### src/rtl/sparse_add_pkg.sv
package sparse_add_pkg;

  typedef struct packed {
    logic g;
    logic p;
  } pg_t;

  // radix-2 merge: hi covers the more significant span
  function automatic pg_t pg_merge(pg_t hi, pg_t lo);
    pg_t r;
    r.g = hi.g | (hi.p & lo.g);
    r.p = hi.p & lo.p;
    return r;
  endfunction

endpackage

### src/rtl/sa_group_pg.sv
module sa_group_pg
  import sparse_add_pkg::*;
#(
  parameter int GW = 4
) (
  input  logic [GW-1:0] a_i,
  input  logic [GW-1:0] b_i,
  output logic [GW-1:0] prop_o,
  output logic [GW-1:0] gen_o,
  output pg_t           grp_o
);

  localparam int LV = $clog2(GW);

  assign prop_o = a_i ^ b_i;
  assign gen_o  = a_i & b_i;

  for (genvar l = 0; l <= LV; l++) begin : g_lv
    localparam int NN = GW >> l;
    pg_t node [NN];
    for (genvar j = 0; j < NN; j++) begin : g_nd
      if (l == 0) begin : g_leaf
        assign node[j] = '{g: gen_o[j], p: prop_o[j]};
      end else begin : g_merge
        assign node[j] = pg_merge(g_lv[l-1].node[2*j+1], g_lv[l-1].node[2*j]);
      end
    end
  end

  assign grp_o = g_lv[LV].node[0];

endmodule

### src/rtl/sa_sparse_tree.sv
module sa_sparse_tree
  import sparse_add_pkg::*;
#(
  parameter int NG = 16
) (
  input  pg_t           grp_i [NG],
  input  logic          c_i,
  output logic [NG-1:0] cin_o,
  output logic          cout_o
);

  localparam int LV = $clog2(NG);

  pg_t ks [LV+1][NG];

  for (genvar j = 0; j < NG; j++) begin : g_l0
    assign ks[0][j] = grp_i[j];
  end

  // Kogge-Stone over slice-level pairs, span doubles each level
  for (genvar l = 1; l <= LV; l++) begin : g_lv
    localparam int D = 1 << (l - 1);
    for (genvar j = 0; j < NG; j++) begin : g_nd
      if (j >= D) begin : g_mrg
        assign ks[l][j] = pg_merge(ks[l-1][j], ks[l-1][j-D]);
      end else begin : g_pass
        assign ks[l][j] = ks[l-1][j];
      end
    end
  end

  assign cin_o[0] = c_i;
  for (genvar j = 1; j < NG; j++) begin : g_c
    assign cin_o[j] = ks[LV][j-1].g | (ks[LV][j-1].p & c_i);
  end
  assign cout_o = ks[LV][NG-1].g | (ks[LV][NG-1].p & c_i);

endmodule

### src/rtl/sa_cond_sum.sv
module sa_cond_sum #(
  parameter int GW = 4
) (
  input  logic [GW-1:0] prop_i,
  input  logic [GW-1:0] gen_i,
  input  logic          sel_i,
  output logic [GW-1:0] sum0_o,
  output logic [GW-1:0] sum1_o,
  output logic          co0_o,
  output logic          co1_o,
  output logic [GW-1:0] sum_o,
  output logic          co_o
);

  logic c0, c1;

  always_comb begin
    c0 = 1'b0;
    c1 = 1'b1;
    for (int i = 0; i < GW; i++) begin
      sum0_o[i] = prop_i[i] ^ c0;
      sum1_o[i] = prop_i[i] ^ c1;
      c0 = gen_i[i] | (prop_i[i] & c0);
      c1 = gen_i[i] | (prop_i[i] & c1);
    end
    co0_o = c0;
    co1_o = c1;
  end

  assign sum_o = sel_i ? sum1_o : sum0_o;
  assign co_o  = sel_i ? co1_o  : co0_o;

endmodule

### src/rtl/sparse_cs_adder.sv
module sparse_cs_adder
  import sparse_add_pkg::*;
#(
  parameter int WIDTH   = 64,
  parameter int GROUP   = 4,
  parameter bit OUT_REG = 1'b1
) (
  input  logic             clk_i,
  input  logic             rst_ni,
  input  logic [WIDTH-1:0] a_i,
  input  logic [WIDTH-1:0] b_i,
  input  logic             c_i,
  output logic [WIDTH-1:0] sum_o,
  output logic             cout_o
);

  localparam int NG = WIDTH / GROUP;

  pg_t             grp_pg [NG];
  logic [NG-1:0]   grp_cin;
  logic [NG-1:0]   grp_co;
  logic [NG-1:0]   co0, co1;
  logic [WIDTH-1:0] prop, gen, sum0, sum1, sum_d;
  logic            tree_cout, cout_d;

  for (genvar k = 0; k < NG; k++) begin : g_grp
    sa_group_pg #(.GW(GROUP)) u_pg (
      .a_i   (a_i[k*GROUP +: GROUP]),
      .b_i   (b_i[k*GROUP +: GROUP]),
      .prop_o(prop[k*GROUP +: GROUP]),
      .gen_o (gen[k*GROUP +: GROUP]),
      .grp_o (grp_pg[k])
    );

    sa_cond_sum #(.GW(GROUP)) u_cs (
      .prop_i(prop[k*GROUP +: GROUP]),
      .gen_i (gen[k*GROUP +: GROUP]),
      .sel_i (grp_cin[k]),
      .sum0_o(sum0[k*GROUP +: GROUP]),
      .sum1_o(sum1[k*GROUP +: GROUP]),
      .co0_o (co0[k]),
      .co1_o (co1[k]),
      .sum_o (sum_d[k*GROUP +: GROUP]),
      .co_o  (grp_co[k])
    );
  end

  sa_sparse_tree #(.NG(NG)) u_tree (
    .grp_i (grp_pg),
    .c_i   (c_i),
    .cin_o (grp_cin),
    .cout_o(tree_cout)
  );

  // carry-out from the top slice's conditional carries
  assign cout_d = grp_co[NG-1];

  if (OUT_REG) begin : g_reg
    always_ff @(posedge clk_i or negedge rst_ni) begin
      if (!rst_ni) begin
        sum_o  <= '0;
        cout_o <= 1'b0;
      end else begin
        sum_o  <= sum_d;
        cout_o <= cout_d;
      end
    end

    p_reg_latency_r7: assert property (@(posedge clk_i) disable iff (!rst_ni)
      1'b1 |=> (sum_o == $past(sum_d)) && (cout_o == $past(cout_d)));
  end else begin : g_comb
    assign sum_o  = sum_d;
    assign cout_o = cout_d;

    p_comb_pass_r8: assert property (@(posedge clk_i) disable iff (!rst_ni)
      sum_o == a_i + b_i + WIDTH'(c_i));
  end

  p_sum_exact_r1: assert property (@(posedge clk_i) disable iff (!rst_ni)
    sum_d == a_i + b_i + WIDTH'(c_i));

  p_cout_exact_r2: assert property (@(posedge clk_i) disable iff (!rst_ni)
    {cout_d, sum_d} == {1'b0, a_i} + {1'b0, b_i} + (WIDTH+1)'(c_i));

  // side-path carry-out must agree with the prefix tree's top carry
  p_cout_agree_r2: assert property (@(posedge clk_i) disable iff (!rst_ni)
    cout_d == tree_cout);

  p_low_sel_r5: assert property (@(posedge clk_i) disable iff (!rst_ni)
    sum_d[0] == (a_i[0] ^ b_i[0] ^ c_i));

  p_all_ones_r6: assert property (@(posedge clk_i) disable iff (!rst_ni)
    (&a_i && b_i == WIDTH'(1) && !c_i) |-> (sum_d == '0 && cout_d));

  for (genvar k = 0; k < NG; k++) begin : g_chk
    p_cand_step_r4: assert property (@(posedge clk_i) disable iff (!rst_ni)
      {co1[k], sum1[k*GROUP +: GROUP]} == {co0[k], sum0[k*GROUP +: GROUP]} + (GROUP+1)'(1));
    if (k > 0) begin : g_link
      p_sparse_link_r3: assert property (@(posedge clk_i) disable iff (!rst_ni)
        grp_cin[k] == grp_co[k-1]);
    end
  end

endmodule

### config.mk
export PLATFORM = sky130hd
export DESIGN_NAME = sparse_cs_adder
export DESIGN_NICKNAME = d
export VERILOG_FILES = /design/src/rtl/sparse_add_pkg.sv /design/src/rtl/sa_group_pg.sv /design/src/rtl/sa_sparse_tree.sv /design/src/rtl/sa_cond_sum.sv /design/src/rtl/sparse_cs_adder.sv
export SDC_FILE = /design/constraint.sdc
export NUM_CORES = 1
export LEC_CHECK = 0
export ABC_CLOCK_PERIOD_IN_PS = 1100
export CAP_MARGIN = 40
export CELL_PAD_IN_SITES_DETAIL_PLACEMENT = 1
export CELL_PAD_IN_SITES_GLOBAL_PLACEMENT = 1
export CORE_MARGIN = 2
export CORE_UTILIZATION = 34
export DETAILED_ROUTE_END_ITERATION = 8
export PLACE_DENSITY = 0.86
export SLEW_MARGIN = 10
export SYNTH_ARGS = -nofsm -noshare
export SYNTH_HDL_FRONTEND = slang
export SYNTH_SLANG_ARGS = --single-unit
### constraint.sdc
create_clock -name clk_i -period 1.1 [get_ports clk_i]
set_clock_uncertainty 0.2 [all_clocks]
set_input_delay 0.165 -clock clk_i [delete_from_list [all_inputs] [get_ports clk_i]]
set_output_delay 0.165 -clock clk_i [all_outputs]
set_load 0.02 [all_outputs]
======== Word level (Yosys, flattened, before mapping) ========
Index checks and enable logic that the tools add are counted.
word-level totals
  register bits ........................... 65
  input port bits ......................... 131
  output and inout port bits .............. 65
  word-level logic and storage cells ...... 581
cells by class
  mux-type cells .......................... 17
  bitwise gates (word level) .............. 562
operator list
  kind               count
  1-bit AND          246
  1-bit OR           172
  1-bit bitwise XOR  96
  4-bit AND          16
  4-bit 2-to-1 mux   16
  4-bit bitwise XOR  16
  1-bit inverter     16
  1-bit 2-to-1 mux   1

======== Depth between registers and ports, before layout ========
  depth after elaboration ................. 14
  depth in mapped cells ................... 15
  mapped depth without buffers ............ 15

======== By module ========
A second synthesis with hierarchy kept.
second synthesis, totals
  cells, all modules ...................... 636
  area, all modules ....................... 6627.6 sq um
by module, submodules not included
  module           times used  cells an instance  area an instance (sq um)  sequential area each (sq um)
  sa_cond_sum      16          22                 212.7                     0.0
  sparse_cs_adder  1           65                 1626.6                    1626.6
  sa_group_pg      16          10                 76.3                      0.0
  sa_sparse_tree   1           59                 376.6                     0.0

======== Least setup slack after synthesis ========
OpenSTA, ideal clock, no wires.
  path type ............................... input -> register
  start ................................... in a_i[17]
  end ..................................... reg sum_o[63]
  library setup time ...................... 64 ps
  data arrival time ....................... 3353 ps
  data required time ...................... 836 ps
  path slack .............................. -2517 ps
  cell stages on the path ................. 14
  buffers on the path ..................... 0
  cells stage by stage .................... ha_1 > a211o_1 > a21oi_2 > a211oi_1 > nor3_4 > a211o_2 > a21oi_2 > or4_4 > mux2i_1 > fa_1 > fa_1 > inv_1 > fa_1 > inv_1
on the way
  word-level cells in the longest chain between the ends .. 13
  elaborated cells between the ends (all ways) .. 23
  classes of those cells .................. mux (1); bitwise (22)
ends and longest elaborated chain
  what                         line                   text
  start, declared              sparse_cs_adder.sv:10  input logic [WIDTH-1:0] a_i,
  4-bit bitwise XOR            sa_group_pg.sv:15      assign prop_o = a_i ^ b_i;
  1-bit AND                    sparse_add_pkg.sv:11   r.g = hi.g | (hi.p & lo.g);
  1-bit OR                     sparse_add_pkg.sv:11
  1-bit AND                    sparse_add_pkg.sv:11
  1-bit OR (2 in a row)        sparse_add_pkg.sv:11
  1-bit AND                    sparse_add_pkg.sv:11
  1-bit OR (2 in a row)        sparse_add_pkg.sv:11
  1-bit AND                    sparse_add_pkg.sv:11
  1-bit OR                     sparse_add_pkg.sv:11
  1-bit OR (*)                 sa_sparse_tree.sv:34   assign cin_o[j] = ks[LV][j-1].g | (ks[LV][j-1].p & c_i);
  4-bit 2-to-1 mux (*)         sa_cond_sum.sv:30      assign sum_o = sel_i ? sum1_o : sum0_o;
  via g_grp[15].u_cs.sum_o[3]  sa_cond_sum.sv:11      output logic [GW-1:0] sum_o,
  end signal, assigned         sparse_cs_adder.sv:64  sum_o <= sum_d;
  end, declared                sparse_cs_adder.sv:13  output logic [WIDTH-1:0] sum_o,
The timed path passes the listed nets; every way through them passes the cells marked *.

======== Final worst setup path ========
  start ................................... in a_i[24]
  end ..................................... reg sum_o[63]
on the way
  word-level cells in the longest chain between the ends .. 12
  elaborated cells between the ends (all ways) .. 23
  classes of those cells .................. mux (1); bitwise (22)
ends and longest elaborated chain
  what                         line                  text
  4-bit AND                    sa_group_pg.sv:16     assign gen_o = a_i & b_i;
  1-bit AND                    sparse_add_pkg.sv:11
  1-bit OR                     sparse_add_pkg.sv:11
  1-bit AND                    sparse_add_pkg.sv:11
  1-bit OR (4 in a row)        sparse_add_pkg.sv:11
  1-bit AND                    sparse_add_pkg.sv:11
  1-bit OR                     sparse_add_pkg.sv:11
  1-bit OR (*)                 sa_sparse_tree.sv:34
  4-bit 2-to-1 mux (*)         sa_cond_sum.sv:30
  via g_grp[15].u_cs.sum_o[3]  sa_cond_sum.sv:11
Marked as above.

==> impl_metrics.py <==
metrics = {
    "power_and_ir_drop": {
        "irDropWorstVdd_v": 0.000777,
        "power_density_mw_per_mm2": 1270,
        "p_leak_nw": 4.59,
        "p_total_mw": 12.7,
    },
    "placed_design": {
        "dp_hpwl_um": 14800,
        "gp_congestion": 0.843,
        "place_area_sq_mm": 0.00829,
        "numPortBuffers": 195,
    },
    "logic_synthesis": {
        "synthFlopType": "dfrtp_1",
        "ys_seq_area_share_pct": 34.0,
        "synthesis.nets": 696,
        "synthMuxAreaShare_pct": 1.26,
        "yosysUniqueCellTypes": 50,
        "synthCells": 470,
        "synth_top_family_by_area": "adder cells",
        "syn-cell-area_sq_mm": 0.00478,
        "synth-edff-count": 0,
        "synth_warnings": 0,
        "yosys.area_share.simple_pct": 9.56,
        "synthArstFlopShare_pct": 100,
        "syn_avg_cell_area_sq_um": 10.2,
        "synth_xor_area_share_pct": 7.70,
        "synth_compound_area_share_pct": 13.3,
        "synth-seq-cells": 65,
        "synthAdderAreaFrac_pct": 27.7,
    },
    "route": {
        "firstDrtPassIters": 4,
        "final_antenna_net_count": 0,
        "vias_per_cell": 5.40,
        "drcViolationCount": 0,
        "route.detailed.wl_per_inst_um": 27.8,
        "vias": 5666,
        "drt-initial-drc-count": 358,
        "routed_wl_um": 29200,
    },
    "critical_path": {
        "cp_common_cell": "fa_2",
        "crit_type": "in -> reg",
        "critPathBufInv": 3,
        "crit_family": "adder cells",
        "critPathLaunchType": "input port",
        "end_kind": "register",
        "crit_chain": "dlygate4sd2_1, ha_1, a21oi_1, o21ai_2, nor3_4, a211o_4, a21oi_4, or4_4, mux2i_1, fa_2, fa_2, inv_2, fa_2, inv_2",
        "path_max_fanout": 2,
        "cp.required_ps": 1200,
        "crit_slowest_cell": "or4_4",
        "max_stage_delay_ps": 540,
        "arrival_ps": 3590,
    },
    "sta": {
        "relSlewSlack_pct": 69.5,
        "tns_ps": -107680,
        "hold-worst-slack_ps": -27.0,
        "setup_viol": 129,
        "rsz0062_at_grt": "true",
        "hold_viol_final": 2,
        "finalCritPeriodShare_pct": 318,
        "fmax_ghz": 0.286,
        "slew_viol_final": 0,
        "worst_pin_slew_ps": 456,
        "period_needed_ps": 3490,
        "finalWorstSetupSlack_ps": -2390,
    },
    "floorplanning": {
        "rows": 43,
        "coreArea_sq_mm": 0.0138,
        "die_h_um": 123,
        "fp.dieArea_sq_mm": 0.0150,
        "initial_core_util_pct": 34.6,
        "ios": 196,
        "dieWidth_um": 123,
    },
    "hold_path": {
        "hp-class": "in -> reg",
    },
    "grt": {
        "grt_pass1_wl_um": 36400,
        "grt_max_degree": 31,
        "grt_pass1_vias": 6494,
        "antenna_found_initial": 4,
        "grt_usage_pct": 32.5,
        "grt_overflow": 0,
    },
    "final_layout": {
        "drive_gt1_share_pct": 60.2,
        "seqCellArea_sq_mm": 0.00163,
        "fillers": 1350,
        "finalNetCount": 1088,
        "multi_input_area_sq_mm": 0.00423,
        "final_util_pct": 72.0,
        "post-route-cell-area_sq_mm": 0.00996,
        "syn_to_final_growth_pct": 108,
    },
    "cts": {
        "hold_buffers": 1,
        "clkSlewWorstSetupHoldPaths_ps": 70,
        "cts_buffers": 9,
        "cts_tree": "done",
        "clock_path_buffers": 2,
        "cts.sinks": 65,
        "cts_max_level": 3,
        "cts_root_buf": "clkbuf_16",
    },
    "job": {
        "maxCapViolCount": 0,
    },
    "run_status": {
        "outcome": "finished, violations left",
        "violations": "negative hold slack, negative setup slack",
    },
}
## registers in the layout, indices dropped and copies added, names as in the netlist
signal	count
sum_o	64
cout_o	1
## power by group
group	switching (mW)	internal, mW	leakage (nW)
clock network	1.32	1.94	0.151
registers	0.242	2.92	0.756
logic	3.21	3.04	3.68
total	4.77	7.90	4.59
## cell usage in the layout (no fill, tap or decap), types with 13 or more instances in the layout
cell type	count
clkdlybuf4s50_1	40
a21oi_4	13
buf_2	46
ha_4	52
clkbuf_2	14
inv_1	58
buf_4	160
a21oi_2	22
dfrtp_1	65
xnor2_1	19
buf_6	59
dlygate4sd2_1	33
fa_2	17
ha_1	18
xor2_1	16
inv_2	17
## what timing repair did
action | in CTS | in global routing
setup buffers | 94 | 30
gates cloned | 0 | 0
endpoints found under the hold margin | 67 | 2
setup endpoints to repair | 130 | 129
gates resized for setup | 540 | 195
pin swaps | 101 | 49
## cells in the mapped netlist (all sizes together), types with 2 or more instances
cell type  instances  area (sq um)
dfrtp             65          1630
a211o              3          27.5
ha                77           963
nor3               8          51.3
a211oi             7          57.6
o21ai             15          78.8
inv               82           308
and2               4          25.0
nor2              21          88.8
fa                18           360
o211ai             3          22.5
a21oi             40           208
o21a               3          22.5
nand2             19          73.8
a221oi             2          35.0
nand2b             5          31.3
nand4             11          68.8
a21o               9          68.8
nand3              4          20.0
xnor2             22           193
mux2i              6          60.1
or2                4          25.0
nor2b              2          12.5
and4               4          35.0
o21bai             4          30.0
xor2              20           175
## per-stage QoR
stage	std cells	worst slack [ps]	hold WS, ps
after global placement	959	-2900	-174
after CTS	1035	-2280	-56.7
after global routing	1050	-2460	-31.2
after detailed placement	959	-3010	-172
after floorplan	470	-2340	-331
final	1050	-2390	-27.0
## final timing paths
path                         start         to  slack [ps]  depth (start not counted)
worst max-delay path       a_i[24]  sum_o[63]       -2390                         14
worst min-delay path       a_i[11]  sum_o[11]         -30                          3
max in group asynchronous   rst_ni  sum_o[29]         230                          3
min in group asynchronous   rst_ni   sum_o[8]          20                          2
## cell families after synthesis
family,after synthesis
AO/OA/AOI/OAI,95
XOR/XNOR,42
adder cells (fa/ha/maj),95
buffers and inverters,82
flip-flops,65
multiplexers,6
AND/OR/NAND/NOR,85
## routing by layer
metal  vias to the layer above  GRT usage (%)  part of all wire (%)
met5                         -              0                 0.045
met1                      2841           31.9                    33
li1                       2358              -                     -
met4                         2           17.0                   6.6
met3                       142           5.39                   5.4
met2                       323           64.2                    55
## layout make-up
type                            instances  area share (%)
Clock inverter                          4           0.502
Antenna cell                            3          0.0754
Sequential cell                        65            16.3
Timing Repair Buffer                  381            32.2
Inverter                               82            3.52
Tap cell                              180            2.26
Multi-Input combinational cell        323            42.4
Clock buffer                           12            2.68
(Power assumes the default switching activity.)
